File: src/rtl/pp_out_port.sv
module pp_out_port #(
  parameter int NUM_IN   = 5,
  parameter int FLIT_W   = 39,
  parameter int DEPTH    = 2,
  parameter int RST_PREF = 0
) (
  input  logic                     clk,
  input  logic                     rst_n,
  input  logic [NUM_IN*FLIT_W-1:0] in_flit,
  input  logic [NUM_IN-1:0]        in_valid,
  input  logic [NUM_IN-1:0]        in_enq,
  output logic [NUM_IN-1:0]        in_ready,
  input  logic                     cfg_we,
  input  logic [$clog2(NUM_IN)-1:0] cfg_pref,
  output logic                     out_valid,
  output logic [FLIT_W-1:0]        out_flit,
  output logic [$clog2(NUM_IN)-1:0] out_src
);
  localparam int IW = $clog2(NUM_IN);
  localparam int CW = $clog2(DEPTH + 1);
  localparam int PW = (DEPTH > 1) ? $clog2(DEPTH) : 1;

  logic [IW-1:0] pref_q, rr_q, gidx;
  logic [NUM_IN-1:0][CW-1:0] cnt_q;
  logic [NUM_IN-1:0][FLIT_W-1:0] head;
  logic [NUM_IN-1:0] elig, grant, push;
  logic found, bypass;

  assign bypass = in_valid[pref_q];

  for (genvar i = 0; i < NUM_IN; i++) begin : g_q
    logic [FLIT_W-1:0] mem [DEPTH];
    logic [PW-1:0] rd_q, wr_q;
    logic [FLIT_W-1:0] din;
    logic empty;

    assign din         = in_flit[i*FLIT_W +: FLIT_W];
    assign empty       = (cnt_q[i] == '0);
    assign in_ready[i] = (cnt_q[i] < CW'(DEPTH));
    assign push[i]     = in_enq[i] & in_ready[i];
    assign elig[i]     = !empty | push[i];
    assign head[i]     = empty ? din : mem[rd_q];

    always_ff @(posedge clk)
      if (push[i] && !(grant[i] && empty)) mem[wr_q] <= din;

    always_ff @(posedge clk) begin
      if (!rst_n) begin
        cnt_q[i] <= '0;
        rd_q     <= '0;
        wr_q     <= '0;
      end else begin
        cnt_q[i] <= cnt_q[i] + CW'(push[i]) - CW'(grant[i]);
        if (push[i] && !(grant[i] && empty))
          wr_q <= (wr_q == PW'(DEPTH - 1)) ? '0 : wr_q + 1'b1;
        if (grant[i] && !empty)
          rd_q <= (rd_q == PW'(DEPTH - 1)) ? '0 : rd_q + 1'b1;
      end
    end
  end

  always_comb begin
    grant = '0;
    found = 1'b0;
    gidx  = '0;
    for (int k = 0; k < NUM_IN; k++) begin
      int j;
      j = int'(rr_q) + k;
      if (j >= NUM_IN) j = j - NUM_IN;
      if (!found && !bypass && elig[j]) begin
        grant[j] = 1'b1;
        found    = 1'b1;
        gidx     = IW'(j);
      end
    end
  end

  assign out_valid = bypass | found;
  assign out_flit  = bypass ? in_flit[pref_q*FLIT_W +: FLIT_W] : head[gidx];
  assign out_src   = bypass ? pref_q : gidx;

  always_ff @(posedge clk) begin
    if (!rst_n) begin
      pref_q <= IW'(RST_PREF);
      rr_q   <= '0;
    end else begin
      if (found)
        rr_q <= (gidx == IW'(NUM_IN - 1)) ? '0 : gidx + 1'b1;
      if (cfg_we && !bypass && (int'(cfg_pref) < NUM_IN))
        pref_q <= cfg_pref;
    end
  end
endmodule

File: config.mk
export PLATFORM = sky130hd
export DESIGN_NAME = pp_out_port
export DESIGN_NICKNAME = d
export VERILOG_FILES = /design/src/rtl/pp_out_port.sv
export SDC_FILE = /design/constraint.sdc
export NUM_CORES = 1
export LEC_CHECK = 0
export ABC_AREA = 1
export CAP_MARGIN = 25
export CORE_ASPECT_RATIO = 2
export CORE_MARGIN = 2
export CORE_UTILIZATION = 24
export CTS_BUF_LIST = sky130_fd_sc_hd__clkbuf_4 sky130_fd_sc_hd__clkbuf_8 sky130_fd_sc_hd__clkbuf_16
export DETAILED_ROUTE_END_ITERATION = 8
export DONT_BUFFER_PORTS = 1
export PLACE_DENSITY = 0.36
export SETUP_SLACK_MARGIN = 0.2
export SYNTH_ARGS = -nofsm -noshare
export SYNTH_HDL_FRONTEND = slang
export SYNTH_SLANG_ARGS = --single-unit
File: constraint.sdc
create_clock -name clk -period 11.4 [get_ports clk]
set_input_delay 0 -clock clk [delete_from_list [all_inputs] [get_ports clk]]
set_output_delay 0 -clock clk [all_outputs]
set_load 0.02 [all_outputs]
==> impl_metrics.py <==
metrics = {
    "placed_design": {
        "portBuffers": 0,
        "dpl.cell_count": 3874,
        "postPlaceCellArea_sq_um": 24300,
        "place.gp.congestion": 0.823,
        "dpl.hpwl_microns": 62500,
    },
    "worst_setup_path": {
        "crit_family": "simple AND/OR/NAND/NOR gates",
        "worstSetupEndpointType": "output port",
        "max_stage_delay_ns": 0.85,
        "reg2reg_setup_slack_ns": 6.33,
        "cp_num_buf_inv": 3,
        "crit_chain": "inv_2 -> ha_1 -> inv_2 -> nand2_1 -> nand2_2 -> nand3_4 -> o21ai_2 -> nand2_1 -> nand2_1 -> nand3_4 -> nand4_1 -> nor2_1 -> nor2_4 -> buf_4 -> nand3_1 -> nand2_1 -> nand2_1 -> nand2_1 -> nand2_1 -> a21oi_1",
        "reg2reg_to": "g_q[3].mem[1][24]$_DFFE_PP_",
        "worstPathMaxFanout": 56,
        "critPathKind": "reg -> out",
        "cp.required_ns": 11.40,
        "cp_common_cell": "nand2_1",
        "r2r-start": "rr_q[0]$_SDFFE_PN0P_",
        "cp-start-kind": "register",
        "cp_slowest_cell": "dfxtp_1",
        "rr_worst_depth": 18,
        "cp_data_arrival_time_ns": 6.29,
    },
    "detailed_routing": {
        "via_count": 19900,
        "route.met2.wl_microns": 38600,
        "antenna_left": 0,
        "routed.top_layer": "met4",
        "drc": 0,
        "wl_per_cell_microns": 23.2,
        "wl_met1_microns": 47300,
        "vias_per_cell": 4.77,
        "wl_met3_microns": 9480,
        "totalWireLength_microns": 96900,
        "drtIter0Drc": 1678,
        "first_pass_iters": 5,
    },
    "die": {
        "rows": 161,
        "dieArea_sq_um": 99100,
        "dieWidth_microns": 224,
        "die_y_microns": 443,
        "ios": 259,
        "initial_core_util": 0.241,
        "core_sq_um": 95900,
    },
    "status": {
        "status": "completed",
    },
    "layout": {
        "final_cell_mix": "626 x nand2_1, 390 x edfxtp_1, 351 x inv_1, 338 x o21ai_0, 261 x a21oi_1",
        "fill_cells": 10300,
        "final_core_util": 0.293,
        "layout_commonest_cell": "nand2_1",
        "finish.instance_area_sq_um": 28100,
        "fin_nets": 3149,
        "final_cell_count_no_fill": 4175,
        "drive_gt1_frac": 0.0600,
        "areaGrowthSynthToFinish_pct": 21.3,
    },
    "grt": {
        "grt_pass1_vias": 18900,
        "antenna_found_initial": 7,
        "grt_first_pass_wirelength_microns": 140000,
        "grt-ovfl-total": 0,
        "track_usage": 0.193,
        "grt_max_degree": 89,
    },
    "min_path": {
        "hold_start": "in_flit[171]",
        "min_path_cells": 1,
        "hold_path_end": "g_q[4].mem[1][15]$_DFFE_PP_",
        "worstHoldPathType": "in -> reg",
    },
    "clock_network": {
        "postCtsSetupBuffers": 0,
        "clk_latency_ns": 0.62,
        "cts_tree": "yes",
        "htree_levels": 2,
        "clk_pin_slew_ns": 0.07,
        "cts_max_path_buffers": 3,
        "cts-root-buf": "clkbuf_16",
        "cts_buffers": 49,
        "cts-resized-gates": 0,
        "cts_sinks": 421,
    },
    "timing": {
        "setup_viol": 0,
        "fin_crit_ns": 6.29,
        "rsz0062_at_grt": "no",
        "maxSlewHeadroom": 0.267,
        "hold_violations": 0,
        "fmax_mhz": 159,
        "clock_skew_ns": 0.0306,
        "tns_ns": 0,
        "worst_pin_slew_ns": 1.09,
        "post-route-period-util": 0.552,
        "drv_slew": 0,
    },
    "yosys": {
        "syn-num-nets": 3025,
        "synth.avg_cell_area_sq_um": 8.30,
        "synthDistinctLibCells": 40,
        "yosysWarnings": 0,
        "synth.cell_area_sq_um": 23200,
        "synth_seq_cells": 421,
        "ys_seq_area_frac": 0.533,
        "postSynthCellCount": 2790,
    },
    "power": {
        "leakagePower_nw": 11.0,
        "total_power_mw": 9.36,
        "vdd_drop_max_uv": 219,
        "power_density_nw_per_um2": 333,
    },
    "run": {
        "drv_cap": 0,
    },
}
worst max path at each step:
stage	startpoint	endpoint	depth (start not counted)
6_report	rr_q[0]$_SDFFE_PN0P_	out_flit[17]	20
5_1_grt	rr_q[0]$_SDFFE_PN0P_	out_flit[35]	22
4_1_cts	rr_q[0]$_SDFFE_PN0P_	out_flit[35]	22
3_5_place_dp	rr_q[0]$_SDFFE_PN0P_	out_flit[35]	22
3_3_place_gp	rr_q[0]$_SDFFE_PN0P_	out_flit[32]	19
2_1_floorplan	rr_q[1]$_SDFFE_PN0P_	g_q[2].mem[0][0]$_DFFE_PP_	19
per-stage QoR:
step	setup WS (ns)	hold WS [ns]
floorplan	6.56	0.0989
global placement	5.64	0.0990
detailed placement	5.69	0.0990
CTS	5.01	0.00486
global route	4.62	0.0276
finish	5.11	0.0459
cell usage after synthesis, drive strengths merged:
cell,n,area (sq um)
and2,2,12.5
clkbuf,124,465
o22ai,3,18.8
inv,365,1370
edfxtp,390,11700
a211oi,42,320
buf,46,263
nand4,15,93.8
a31oi,2,12.5
nor4,1,6.26
o211ai,79,593
nor3,6,30.0
a21oi,262,1320
ha,23,288
and3,2,12.5
fa,1,20.0
o21a,1,7.51
nand3b,2,15.0
dfxtp,31,621
a22o,1,8.76
clkinv,2,7.51
nor2,270,1040
nand3,131,716
xor2,6,60.1
o21ai,341,1710
nand2,642,2430
metal layers:
layer	global-route usage	up-vias
li1	-	9618
met1	0.291	9479
met2	0.272	750
met3	0.0567	86
met4	0.0327	0
met5	0	-
flip-flops by register name, summed over array words and instances, names as in the netlist, named ones only:
name      flops
cnt_q        10
g_q.mem     390
g_q.rd_q      5
g_q.wr_q      5
pref_q        3
rr_q          3
kinds of logic after synthesis:
logic type                 Yosys count  synth area share
and+or+nand+nor                   1071             0.188
AOI/OAI and AO/OA                  731             0.172
buffers and inverters              537            0.0910
DFF                                421             0.533
adders and majority gates           24            0.0133
xor gates and xnor gates             6           0.00259
timing repair:
item / in CTS / in global routing
endpoints found under the setup margin: 0 / 0
hold buffers: 210 / 0
endpoints found under the hold margin: 428 / 0
power breakdown:
group	total, mW	internal [mW]	switching, mW
registers	2.28	2.15	0.127
logic	5.45	1.32	4.13
clock network	1.63	0.948	0.684
area by class of cell:
type	count	area, sq um	share of cell area
clock buffers	63	1350	0.0480
multi-input cells	1832	8820	0.314
repair buffers	243	2380	0.0849
clock inverters	26	264	0.00940
diodes	1	2.50	0.0000891
flip-flops and latches	421	12300	0.440
well taps	1222	1530	0.0545
inverters	367	1380	0.0491
(Power assumes the default switching activity.)
